`config.mk`:
```
export PLATFORM = sky130hd
export DESIGN_NAME = coh_perm_ctl
export DESIGN_NICKNAME = d
export VERILOG_FILES = /design/src/rtl/coh_perm_pkg.sv /design/src/rtl/coh_perm_dp.sv /design/src/rtl/coh_perm_fsm.sv /design/src/rtl/coh_perm_ctl.sv
export SDC_FILE = /design/constraint.sdc
export NUM_CORES = 1
export LEC_CHECK = 0
export BUFFER_PORTS_ARGS = -buffer_cell sky130_fd_sc_hd__buf_4
export CORE_ASPECT_RATIO = 0.8
export CORE_UTILIZATION = 55
export DETAILED_ROUTE_END_ITERATION = 8
export GPL_TIMING_DRIVEN = 0
export PLACE_DENSITY = 0.87
export SLEW_MARGIN = 20
export SYNTH_ARGS = -nofsm -noshare
export SYNTH_HDL_FRONTEND = slang
export SYNTH_SLANG_ARGS = --single-unit
```
`constraint.sdc`:
```
create_clock -name clk -period 11.4 [get_ports clk]
set_clock_uncertainty 0.05 [all_clocks]
set_input_delay 2.28 -clock clk [delete_from_list [all_inputs] [get_ports clk]]
set_output_delay 2.28 -clock clk [all_outputs]
set_load 0.01 [all_outputs]
```
`src/rtl/coh_perm_pkg.sv`:
```
package coh_perm_pkg;
  typedef enum logic [1:0] {
    PERM_T = 2'd0,
    PERM_B = 2'd1,
    PERM_N = 2'd2
  } perm_e;

  typedef enum logic [2:0] {
    S_IDLE, S_ACQ_SEND, S_ACQ_WAIT, S_ACK, S_PRB, S_REL_SEND, S_REL_WAIT
  } fsm_e;

  typedef struct packed {
    logic latchAcq;
    logic latchProbe;
    logic latchRel;
    logic applyProbe;
    logic dropRel;
    logic dropBranch;
    logic install;
    logic coreWrite;
    logic coreRead;
  } strobe_t;

  function automatic perm_e probeResult(perm_e cur, perm_e cap);
    if (cap == PERM_N) return PERM_N;
    if (cap == PERM_B && cur == PERM_T) return PERM_B;
    return cur;
  endfunction
endpackage

```
`src/rtl/coh_perm_dp.sv`:
```
module coh_perm_dp
  import coh_perm_pkg::*;
#(
  parameter int NUM_LINES = 4,
  parameter int DATA_W = 32,
  localparam int LINE_W = (NUM_LINES > 1) ? $clog2(NUM_LINES) : 1
) (
  input  logic                    clk,
  input  logic                    rstN,
  input  strobe_t                 stb,
  input  logic                    reqWrite,
  input  logic [LINE_W-1:0]       reqLine,
  input  logic [DATA_W-1:0]       reqData,
  input  logic [LINE_W-1:0]       relLine,
  input  logic [LINE_W-1:0]       bLine,
  input  perm_e                   bCap,
  input  perm_e                   dCap,
  input  logic [DATA_W-1:0]       dData,
  output perm_e                   reqState,
  output perm_e                   relState,
  output logic                    rspValid,
  output logic [DATA_W-1:0]       rspData,
  output logic [LINE_W-1:0]       aLine,
  output perm_e                   aGrow,
  output logic [LINE_W-1:0]       cLine,
  output perm_e                   cReport,
  output logic                    cVoluntary,
  output logic                    cHasData,
  output logic [DATA_W-1:0]       cData,
  output logic [2*NUM_LINES-1:0]  lineStateFlat
);
  perm_e             perm  [NUM_LINES];
  logic              dirty [NUM_LINES];
  logic [DATA_W-1:0] store [NUM_LINES];

  assign reqState = perm[reqLine];
  assign relState = perm[relLine];

  for (genvar g = 0; g < NUM_LINES; g++) begin : g_flat
    assign lineStateFlat[2*g +: 2] = perm[g];
  end

  always_ff @(posedge clk) begin
    if (!rstN) begin
      for (int i = 0; i < NUM_LINES; i++) begin
        perm[i]  <= PERM_N;
        dirty[i] <= 1'b0;
        store[i] <= '0;
      end
      rspValid   <= 1'b0;
      rspData    <= '0;
      aLine      <= '0;
      aGrow      <= PERM_B;
      cLine      <= '0;
      cReport    <= PERM_N;
      cVoluntary <= 1'b0;
      cHasData   <= 1'b0;
      cData      <= '0;
    end else begin
      rspValid <= stb.coreRead;
      if (stb.coreRead) rspData <= store[reqLine];
      if (stb.coreWrite) begin
        store[reqLine] <= reqData;
        dirty[reqLine] <= 1'b1;
      end
      if (stb.latchAcq) begin
        aLine <= reqLine;
        aGrow <= reqWrite ? PERM_T : PERM_B;
      end
      if (stb.latchProbe) begin
        cLine      <= bLine;
        cVoluntary <= 1'b0;
        cReport    <= probeResult(perm[bLine], bCap);
        cHasData   <= (perm[bLine] == PERM_T) && dirty[bLine] && (bCap != PERM_T);
        cData      <= store[bLine];
      end
      if (stb.latchRel) begin
        cLine      <= relLine;
        cVoluntary <= 1'b1;
        cReport    <= PERM_N;
        cHasData   <= dirty[relLine];
        cData      <= store[relLine];
      end
      if (stb.applyProbe) begin
        perm[cLine] <= cReport;
        if (cHasData) dirty[cLine] <= 1'b0;
      end
      if (stb.dropRel) begin
        perm[cLine]  <= PERM_N;
        dirty[cLine] <= 1'b0;
      end
      if (stb.dropBranch) perm[relLine] <= PERM_N;
      if (stb.install) begin
        perm[aLine]  <= dCap;
        store[aLine] <= dData;
        dirty[aLine] <= 1'b0;
      end
    end
  end
endmodule

```
`src/rtl/coh_perm_fsm.sv`:
```
module coh_perm_fsm
  import coh_perm_pkg::*;
(
  input  logic    clk,
  input  logic    rstN,
  input  logic    reqValid,
  input  logic    reqWrite,
  input  perm_e   reqState,
  input  logic    relValid,
  input  perm_e   relState,
  input  logic    aReady,
  input  logic    bValid,
  input  logic    cReady,
  input  logic    dValid,
  input  logic    dRelAck,
  input  logic    eReady,
  output strobe_t stb,
  output logic    reqReady,
  output logic    relReady,
  output logic    aValid,
  output logic    bReady,
  output logic    cValid,
  output logic    dReady,
  output logic    eValid
);
  fsm_e state, nextState, retState, nextRet;
  logic hit;

  assign hit = reqWrite ? (reqState == PERM_T) : (reqState != PERM_N);

  always_comb begin
    stb       = '0;
    nextState = state;
    nextRet   = retState;
    reqReady  = 1'b0;
    relReady  = 1'b0;
    aValid    = 1'b0;
    bReady    = 1'b0;
    cValid    = 1'b0;
    dReady    = 1'b0;
    eValid    = 1'b0;
    unique case (state)
      S_IDLE: begin
        bReady   = 1'b1;
        relReady = !bValid;
        reqReady = !bValid && !relValid && hit;
        if (bValid) begin
          stb.latchProbe = 1'b1;
          nextRet   = S_IDLE;
          nextState = S_PRB;
        end else if (relValid) begin
          if (relState == PERM_T) begin
            stb.latchRel = 1'b1;
            nextState = S_REL_SEND;
          end else if (relState == PERM_B) begin
            stb.dropBranch = 1'b1;
          end
        end else if (reqValid) begin
          if (hit) begin
            stb.coreWrite = reqWrite;
            stb.coreRead  = !reqWrite;
          end else begin
            stb.latchAcq = 1'b1;
            nextState = S_ACQ_SEND;
          end
        end
      end
      S_ACQ_SEND: begin
        aValid = 1'b1;
        if (aReady) nextState = S_ACQ_WAIT;
      end
      S_ACQ_WAIT: begin
        bReady = 1'b1;
        dReady = !bValid;
        if (bValid) begin
          stb.latchProbe = 1'b1;
          nextRet   = S_ACQ_WAIT;
          nextState = S_PRB;
        end else if (dValid && !dRelAck) begin
          stb.install = 1'b1;
          nextState = S_ACK;
        end
      end
      S_ACK: begin
        eValid = 1'b1;
        if (eReady) nextState = S_IDLE;
      end
      S_PRB: begin
        cValid = 1'b1;
        if (cReady) begin
          stb.applyProbe = 1'b1;
          nextState = retState;
        end
      end
      S_REL_SEND: begin
        cValid = 1'b1;
        if (cReady) begin
          stb.dropRel = 1'b1;
          nextState = S_REL_WAIT;
        end
      end
      S_REL_WAIT: begin
        dReady = 1'b1;
        if (dValid && dRelAck) nextState = S_IDLE;
      end
      default: nextState = S_IDLE;
    endcase
  end

  always_ff @(posedge clk) begin
    if (!rstN) begin
      state    <= S_IDLE;
      retState <= S_IDLE;
    end else begin
      state    <= nextState;
      retState <= nextRet;
    end
  end
endmodule

```
`src/rtl/coh_perm_ctl.sv`:
```
module coh_perm_ctl
  import coh_perm_pkg::*;
#(
  parameter int NUM_LINES = 4,
  parameter int DATA_W = 32,
  localparam int LINE_W = (NUM_LINES > 1) ? $clog2(NUM_LINES) : 1
) (
  input  logic              clk,
  input  logic              rstN,
  input  logic              reqValid,
  output logic              reqReady,
  input  logic              reqWrite,
  input  logic [LINE_W-1:0] reqLine,
  input  logic [DATA_W-1:0] reqData,
  output logic              rspValid,
  output logic [DATA_W-1:0] rspData,
  input  logic              relValid,
  output logic              relReady,
  input  logic [LINE_W-1:0] relLine,
  output logic              aValid,
  input  logic              aReady,
  output logic [LINE_W-1:0] aLine,
  output logic [1:0]        aGrow,
  input  logic              bValid,
  output logic              bReady,
  input  logic [LINE_W-1:0] bLine,
  input  logic [1:0]        bCap,
  output logic              cValid,
  input  logic              cReady,
  output logic [LINE_W-1:0] cLine,
  output logic [1:0]        cReport,
  output logic              cVoluntary,
  output logic              cHasData,
  output logic [DATA_W-1:0] cData,
  input  logic              dValid,
  output logic              dReady,
  input  logic [1:0]        dCap,
  input  logic              dRelAck,
  input  logic [DATA_W-1:0] dData,
  output logic              eValid,
  input  logic              eReady,
  output logic [LINE_W-1:0] eLine
);
  strobe_t stb;
  perm_e reqState, relState, aGrowE, cReportE;
  logic [2*NUM_LINES-1:0] lineStateFlat;

  assign aGrow   = aGrowE;
  assign cReport = cReportE;
  assign eLine   = aLine;

  coh_perm_fsm u_fsm (
    .clk(clk), .rstN(rstN), .reqValid(reqValid), .reqWrite(reqWrite),
    .reqState(reqState), .relValid(relValid), .relState(relState),
    .aReady(aReady), .bValid(bValid), .cReady(cReady), .dValid(dValid),
    .dRelAck(dRelAck), .eReady(eReady), .stb(stb), .reqReady(reqReady),
    .relReady(relReady), .aValid(aValid), .bReady(bReady), .cValid(cValid),
    .dReady(dReady), .eValid(eValid)
  );

  coh_perm_dp #(.NUM_LINES(NUM_LINES), .DATA_W(DATA_W)) u_dp (
    .clk(clk), .rstN(rstN), .stb(stb), .reqWrite(reqWrite), .reqLine(reqLine),
    .reqData(reqData), .relLine(relLine), .bLine(bLine), .bCap(perm_e'(bCap)),
    .dCap(perm_e'(dCap)), .dData(dData), .reqState(reqState), .relState(relState),
    .rspValid(rspValid), .rspData(rspData), .aLine(aLine), .aGrow(aGrowE),
    .cLine(cLine), .cReport(cReportE), .cVoluntary(cVoluntary),
    .cHasData(cHasData), .cData(cData), .lineStateFlat(lineStateFlat)
  );
endmodule

```
* Word level (Yosys, flattened, before mapping)
Memories as Yosys holds them, arrays and structs flattened. A register that Yosys moved wholly into a read port is not among the register bits.
Cells that the tools add are included.
** Word-level totals
- Memories :: 3
- Bits in writable memories :: 140
- Output and inout port bits :: 84
- Flip-flop bits (word level) :: 49
** Cells by class
- Equal/unequal tests :: 21
- Reduce and logical (&&, ||, !) cells :: 32
- Bitwise logic cells :: 3
- Muxes and demuxes :: 117
** Memory list
- u_dp.store :: depth 4, width 32, rd ports 3, clocked after memory_dff 1, wr ports 4, RTL line coh_perm_dp.sv:34 : logic [DATA_W-1:0] store [NUM_LINES];
- u_dp.perm :: depth 4, width 2, rd ports 3, clocked after memory_dff 0, wr ports 4, RTL line coh_perm_dp.sv:32 : perm_e perm [NUM_LINES];
- u_dp.dirty :: depth 4, width 1, rd ports 2, clocked after memory_dff 0, wr ports 4, RTL line coh_perm_dp.sv:33 : logic dirty [NUM_LINES];
** Operators by type and width (number)
- $mux 32 :: 4
- $mux 1 :: 73
- $reduce_or 32->1 :: 2
- $mux 2 :: 23
- $mux 3 :: 14
- $pmux 3 s7 :: 1
- $ne 2x2->1 const B :: 7
- $reduce_or 2->1 :: 6
- $eq 3x3->1 const B :: 3
- $reduce_and 9->1 :: 1
- $ne 4x4->1 const B :: 2
- $logic_and 1x1->1 :: 7
- $eq 3x2->1 const B :: 2
- $logic_not 2->1 :: 3
- $pmux 3 s2 :: 1
- $reduce_bool 2->1 :: 3
- $logic_not 1->1 :: 5
- $eq 2x1->1 const B :: 2
- $ne 4x3->1 const B :: 1
- $eq 3x1->1 const B :: 1
- $logic_not 3->1 :: 1
- $ne 3x2->1 const B :: 1
- $reduce_and 3->1 :: 1
- $reduce_or 1->1 :: 3
- 5 further kinds :: 6

* Longest topological paths before layout
Gate-level depths: netlist of the first run.
An unclocked memory read counts as a cell.
- Depth in word-level cells :: 15
- Mapped depth :: 9
- Mapped depth without buffers :: 6

* Hierarchy
From an unflattened synthesis of the first run, not the netlist that was laid out.
** Unflattened totals
- Cells, all modules :: 966
- Area total of the unflattened synthesis :: 11837.6 um2
** By module, submodules not included
- coh_perm_dp :: area each 11388.4 um2, cells each 905, instances 1
- coh_perm_fsm :: area each 434.2 um2, cells each 59, instances 1
- coh_perm_ctl :: area each 15.0 um2, cells each 2, instances 1

* Worst setup path before layout of the first run
Ideal clock, no wire load.
- Path type :: input to output
- From :: input reqLine[1]
- To :: output reqReady
- Slack :: 5.680 ns
- Stages on the path :: 4
- Data arrival time :: 3.390 ns
- Cells stage by stage :: clkbuf_1 > mux4_2 > mux2i_1 > and3_1
** On the way
- Word-level cells in the longest chain between the ends :: 5
** RTL lines
- from (decl) :: RTL line coh_perm_ctl.sv:13 : input logic [LINE_W-1:0] reqLine,
- $mem_v2 4x2 (*)
- $ne 2x2->1 or $logic_not 2->1 (tied branches) :: RTL line coh_perm_fsm.sv:29 : assign hit = reqWrite ? (reqState == PERM_T) : (reqState != PERM_N);
- $mux 1 (*) :: RTL line coh_perm_fsm.sv:29
- $logic_and 1x1->1 (*) :: RTL line coh_perm_fsm.sv:46 : reqReady = !bValid && !relValid && hit;
- $mux 1 (*) :: RTL line coh_perm_fsm.sv:42 : unique case (state)
- to (decl) :: RTL line coh_perm_ctl.sv:11 : output logic reqReady,
Mark *: on every way between the ends. The rest lies on a longest branch, timed or not.

* Worst setup path in the final report of the first run
Ends and elaborated chain as after synthesis.

==> results.py, run 1 <==
metrics = {
    "global_route": {
        "grt_pass1_wl_mm": 51.78,
        "track_usage_pct": 33.03,
        "antenna_found_initial": 0,
        "grt_max_degree": 23,
        "overflow": 0,
        "grt_pass1_vias": 9235,
    },
    "clocking": {
        "cts_buffer_depth": 3,
        "clkLatencyLatePin_ns": 0.53,
        "cts_hold_buffers": 0,
        "cts_sinks": 218,
        "htreeDepth": 1,
        "cts_root_buffer": "clkbuf_16",
        "cts_tree": "done",
        "numCtsBuffers": 21,
        "cts-resized-gates": 0,
        "clkTransAtPathRegs_ns": 0.06,
        "cts_setup_buffers": 0,
    },
    "timing": {
        "fin_crit_ns": 6.430,
        "drv_slew": 0,
        "rsz0062_at_grt": "no",
        "setup-tns-final_ns": 0,
        "worst_pin_slew_ns": 1.119,
        "setup_viol": 0,
        "finalHoldViolCount": 0,
        "slew_headroom_pct": 25.40,
        "min_period_over_period_pct": 56.41,
        "fmax_ghz": 0.1555,
    },
    "finish": {
        "area_growth_pct": 21.13,
        "insertedDiodeCount": 0,
        "layout.nets": 1242,
        "drive_gt1_share_pct": 30.46,
    },
    "floorplan": {
        "fp.dieW_um": 162.1,
        "dieHeight_um": 130.1,
        "io_pins": 169,
        "core_area_um2": 19970,
        "start_util_pct": 56.46,
        "rows": 46,
        "die_area_um2": 21080,
    },
    "synth": {
        "syn_area_per_cell_um2": 11.68,
        "ys_types": 58,
        "yosysWarnings": 0,
        "synth-async-reset-ratio_pct": 0,
        "synthCells": 965,
        "yosys-top-cells-area": "edfxtp_1 36%, mux4_2 20%, dfxtp_1 14%, nand2_1 5.3%, nor2_1 4.0%",
        "yosysTopAreaCell": "edfxtp_1",
        "synth-edff-count": 137,
        "yosys_most_used_dff": "edfxtp_1",
        "synth_top_area_share_pct": 36.48,
        "synth_seq_cells": 218,
        "synth_seq_area_share_pct": 50.87,
        "synth_nets": 1050,
        "netlist_area_um2": 11280,
    },
    "routing": {
        "wirelength_mm": 33.95,
        "via_per_inst": 6.510,
        "first_iter_violations": 1219,
        "vias": 9349,
        "wl_per_cell_um": 23.64,
        "drt_first_pass_iters": 7,
        "drc": 0,
        "postRouteAntennaNets": 0,
    },
    "placed_design": {
        "dp_hpwl_mm": 23.94,
        "portBuffers": 165,
        "place.gp.congestion": 0.9457,
    },
    "pwr": {
        "max-vdd-ir-drop_mv": 0.08128,
        "fin_total_pwr_w": 0.001979,
        "clkPwrFrac_pct": 36.6,
        "p_comb_share_pct": 17.2,
        "leakage_nw": 5.098,
        "p_int_w": 0.001439,
        "sw_frac_of_total_pct": 27.26,
        "powerDensity_nw_per_um2": 144.9,
        "p_sw_w": 0.0005395,
        "pwr-share-seq_pct": 46.2,
    },
    "worst_setup_path": {
        "critPathKind": "primary input to output port",
        "required_ns": 9.07,
        "setup.worst_path.end_class": "output port",
        "critical_path_peak_fanout": 10,
        "start_kind": "primary input",
        "crit_arrival_ns": 4.10,
    },
    "status": {
        "outcome": "completed",
    },
    "flow_run": {
        "drv_cap": 0,
    },
    "hold_path": {
        "min_path_type": "flop to flop",
    },
}
-- path summary, 6_finish.rpt --
path | from | end | depth (start not counted) | slack (ns)
worst max-delay path | reqLine[1] | reqReady | 6 | 4.97
worst min-delay path | u_dp.rspData[19]$_SDFFE_PN0P_ | u_dp.rspData[19]$_SDFFE_PN0P_ | 2 | 0.41
worst max register to register | u_fsm.state[0]$_SDFFE_PN0P_ | u_dp.store[2][13]$_SDFFCE_PN0P_ | 10 | 7.75
worst min register to register | u_dp.rspData[19]$_SDFFE_PN0P_ | u_dp.rspData[19]$_SDFFE_PN0P_ | 2 | 0.41
-- metrics by stage --
step	cell area (um2)	worst slack, ns	hold WS (ns)	util [%]	std cells
finish	13660	4.970	0.4059	68.39	1436
global placement	12840	4.983	0.3949	64.32	1394
floorplan	11280	5.680	0.3867	-	965
CTS	13660	5.036	0.4061	68.39	1436
global route	13660	4.886	0.4233	68.39	1436
detailed placement	12960	5.045	0.3981	64.90	1398
-- cells in the final DEF, fill, tap and decap left out, types with 3 or more instances in the layout --
master | synthesis | layout
a32oi_1 | 3 | 3
clkinv_2 | 0 | 3
clkbuf_1 | 61 | 67
buf_2 | 6 | 6
nand3_1 | 4 | 4
nor2_1 | 120 | 120
nor2b_1 | 6 | 6
clkbuf_16 | 0 | 22
or2_2 | 4 | 4
and2_1 | 3 | 3
edfxtp_1 | 137 | 137
mux2i_1 | 8 | 8
buf_16 | 0 | 3
buf_4 | 3 | 168
nor3_1 | 4 | 3
nand2_1 | 158 | 154
nor2_2 | 29 | 29
buf_6 | 3 | 3
inv_1 | 47 | 47
a311oi_1 | 35 | 35
dfxtp_1 | 81 | 81
and3_1 | 6 | 6
nand2b_1 | 6 | 6
buf_1 | 10 | 10
nand2_2 | 1 | 5
a22oi_1 | 36 | 36
a21oi_1 | 43 | 43
mux4_2 | 102 | 102
o21ai_0 | 9 | 9
-- flip-flops by register name (all words and copies together), names as in the netlist, 2 cells and up --
name / count
u_dp.cReport: 2
u_dp.cData: 32
u_dp.perm: 8
u_dp.cLine: 2
u_dp.dirty: 4
u_fsm.state: 3
u_dp.store: 128
u_dp.rspData: 32
u_dp.aLine: 2
-- synth_stat cells, types with 2 or more instances --
cell type    n
a21oi_1     43
a22oi_1     36
a2bb2oi_1    2
a311oi_1    35
a31oi_1      2
a32oi_1      3
and2_1       3
and3_1       6
buf_1       10
buf_2        6
buf_4        3
buf_6        3
clkbuf_1    61
dfxtp_1     81
edfxtp_1   137
inv_1       47
mux2i_1      8
mux4_2     102
nand2_1    158
nand2b_1     6
nand3_1      4
nand4b_1     2
nor2_1     120
nor2_2      29
nor2b_1      6
nor3_1       4
nor3b_1      2
o211ai_1     2
o21ai_0      9
o22ai_1      2
o32ai_1      2
or2_2        4
or3_1        2
-- logic make-up (layout without fill, tap and decap cells) --
kind of cell,Yosys count,after routing,synth area share (%)
AOI/OAI and AO/OA,152,152,9.732
DFF,218,218,50.87
and+or+nand+nor,354,354,13.59
other,1,1,0.03326
buffers and inverters,130,337,4.694
muxes,110,110,21.08
-- power by group through the flow --
stage | logic, W | registers, W | clock network [W]
floorplan | 0.000188 | 0.000924 | 0
global placement | 0.000314 | 0.000926 | 0
detailed placement | 0.000331 | 0.000928 | 0
CTS | 0.000334 | 0.000912 | 0.000719
global route | 0.000360 | 0.000916 | 0.000751
finish | 0.000341 | 0.000914 | 0.000724
-- layer usage --
| layer | wire, um | share of wire [%] | global-route usage (%) | vias to the layer above |
|---|---|---|---|---|
| li1 | - | - | - | 3962 |
| met1 | 11530 | 34 | 42.29 | 4488 |
| met2 | 16250 | 48 | 54.86 | 763 |
| met3 | 4809 | 14 | 8.106 | 136 |
| met4 | 1364 | 4.0 | 12.93 | 0 |
| met5 | 0 | 0 | 0 | - |
-- critical path, stage by stage --
cell	delay (ns)
buf_4	0.09
clkbuf_1	0.60
mux4_2	0.46
mux2i_1	0.33
and3_1	0.22
buf_4	0.12
-- cell type report --
type                            count  area [um2]
Inverter                           47       176.4
Sequential cell                   218        5736
Fill cell                        1398        6314
Multi-Input combinational cell    617        5026
Buffer                             83       352.8
Tap cell                          264       330.3
Timing Repair Buffer              169        1341
Clock buffer                       30       600.6
Clock inverter                      8       95.09
Power figures use the tool's default switching activity.
==> inputs of run 2 (changes only) <==
--- a/config.mk
+++ b/config.mk
@@ -7,7 +7,7 @@
 export LEC_CHECK = 0
 export BUFFER_PORTS_ARGS = -buffer_cell sky130_fd_sc_hd__buf_4
 export CORE_ASPECT_RATIO = 0.8
-export CORE_UTILIZATION = 55
+export CORE_UTILIZATION = 52
 export DETAILED_ROUTE_END_ITERATION = 8
 export GPL_TIMING_DRIVEN = 0
 export PLACE_DENSITY = 0.87
==> constraint.sdc (replaced) <==
create_clock -name clk -period 5.2 [get_ports clk]
set_clock_uncertainty 0.05 [all_clocks]
set_input_delay 1.04 -clock clk [delete_from_list [all_inputs] [get_ports clk]]
set_output_delay 1.04 -clock clk [all_outputs]
set_load 0.01 [all_outputs]
==> results.py, run 2 (synthesized netlist as in run 1, its figures left out) <==
metrics = {
    "worst_setup_path": {
        "required_ns": 5.36,
        "critical_path_peak_fanout": 21,
        "start_kind": "primary input",
        "crit_arrival_ns": 4.33,
        "setup.worst_path.end_class": "flop",
        "critPathKind": "primary input to flop",
    },
    "timing": {
        "drv_slew": 0,
        "setup_viol": 0,
        "rsz0062_at_grt": "no",
        "worst_pin_slew_ns": 1.056,
        "finalHoldViolCount": 0,
        "fin_crit_ns": 4.177,
        "setup_slack_ns": 1.023,
        "fmax_ghz": 0.2394,
        "min_period_over_period_pct": 80.33,
        "setup-tns-final_ns": 0,
        "slew_headroom_pct": 29.58,
    },
    "finish": {
        "layout.nets": 1243,
        "reg.largest.list": "u_dp.store (128), u_dp.cData (32), u_dp.rspData (32)",
        "max_flop_register": "u_dp.store",
        "design_area_um2": 13620,
        "layout_commonest_cell": "buf_4",
        "drive_gt1_share_pct": 30.32,
        "largest_reg_flops": 128,
        "final_cell_mix": "168 x buf_4, 154 x nand2_1, 137 x edfxtp_1",
        "area_growth_pct": 20.82,
    },
    "placed_design": {
        "place_area_um2": 12960,
        "dp_hpwl_mm": 24.03,
        "portBuffers": 165,
        "pre_cts_slack_ns": 0.6408,
        "place.gp.congestion": 0.9519,
    },
    "routing": {
        "drc": 0,
        "wirelength_mm": 34.01,
        "wl_per_cell_um": 23.55,
        "drt_first_pass_iters": 6,
        "first_iter_violations": 1216,
        "vias": 9400,
        "postRouteAntennaNets": 0,
        "via_per_inst": 6.510,
    },
    "clocking": {
        "cts-resized-gates": 0,
        "cts_sinks": 218,
        "cts_root_buffer": "clkbuf_16",
        "htreeDepth": 1,
        "cts_buffer_depth": 3,
        "cts_setup_buffers": 0,
        "cts_hold_buffers": 0,
        "clkTransAtPathRegs_ns": 0.06,
        "numCtsBuffers": 22,
        "cts_tree": "done",
        "clkLatencyLatePin_ns": 0.52,
    },
    "pwr": {
        "leakage_nw": 5.079,
        "max-vdd-ir-drop_mv": 0.2573,
        "powerDensity_nw_per_um2": 311.9,
    },
    "floorplan": {
        "die_area_um2": 22280,
        "start_util_pct": 53.71,
        "io_pins": 169,
        "rows": 47,
        "core_area_um2": 20990,
        "dieHeight_um": 133.7,
        "fp.dieW_um": 166.6,
    },
    "global_route": {
        "grt_max_degree": 22,
        "track_usage_pct": 30.38,
        "use_met1_pct": 38.92,
        "overflow": 0,
        "grt_pass1_vias": 9303,
        "busiest_layer": "met2",
        "use_met3_pct": 5.318,
        "grt_pass1_wl_mm": 50.83,
        "antenna_found_initial": 1,
        "met2_usage_pct": 50.51,
    },
    "status": {
        "outcome": "completed",
    },
    "flow_run": {
        "drv_cap": 0,
    },
    "hold_path": {
        "min_path_type": "flop to flop",
    },
}
==> run 2: cell types whose count changed in the layout (fill, tap and decap cells not counted), sizes merged <==
cell | previous run | this run
clkbuf | 91 | 96
inv | 48 | 47
buf | 191 | 190
clkinv | 4 | 5
diode | 0 | 1
bufinv | 2 | 0
==> run 2: layer usage <==
metal	wire [um]	part of all wire (%)
met3	4479	13
met2	16030	47
met4	1767	5.2
met5	0	0
met1	11740	35
==> run 2: final timing paths <==
| path | cells after the start | slack (ns) | from | end |
|---|---|---|---|---|
| min | 2 | 0.41 | u_dp.rspData[20]$_SDFFE_PN0P_ | u_dp.rspData[20]$_SDFFE_PN0P_ |
| min reg2reg | 2 | 0.41 | u_dp.rspData[20]$_SDFFE_PN0P_ | u_dp.rspData[20]$_SDFFE_PN0P_ |
| max | 9 | 1.02 | reqLine[1] | u_dp.store[1][24]$_SDFFCE_PN0P_ |
| max reg2reg | 10 | 1.57 | u_fsm.state[0]$_SDFFE_PN0P_ | u_dp.store[2][24]$_SDFFCE_PN0P_ |
==> run 2: final cells by class <==
class / count / area, um2
antenna: 1 / 2.502
tap: 269 / 336.6
sequential: 218 / 5736
inverter: 47 / 176.4
multi-input combinational: 617 / 5026
buffer: 83 / 354.1
clock inverter: 6 / 31.28
fill: 1533 / 7371
clock buffer: 34 / 626.9
timing repair buffer: 169 / 1334
==> run 2: power breakdown <==
group | switching [W] | leakage, nW | total (W) | internal [W]
sequential | 0.0000767 | 2.06 | 0.00200 | 0.00193
clock | 0.000666 | 0.320 | 0.00150 | 0.000830
combinational | 0.000427 | 2.70 | 0.000749 | 0.000322
total | 0.00117 | 5.08 | 0.00425 | 0.00308
==> run 2: worst max-delay path, cell delays in order <==
cell,delay [ns]
buf_4,0.09
clkbuf_1,0.61
mux4_2,0.46
or2_1,0.25
or4_4,0.54
o22a_1,0.33
clkbuf_1,0.35
nand2_2,0.42
buf_16,0.24
==> run 2: through the flow <==
stage                     std cells  hold slack [ns]  power (W)  utilization, %
after detailed placement       1403           0.3991   0.002761           61.71
after CTS                      1443           0.4075   0.004217           64.85
after global routing           1443           0.4282   0.004346           64.88
after floorplan                 965           0.3867   0.002438               -
after global placement         1399           0.3943   0.002724           61.21
final                          1444           0.4070   0.004249           64.89
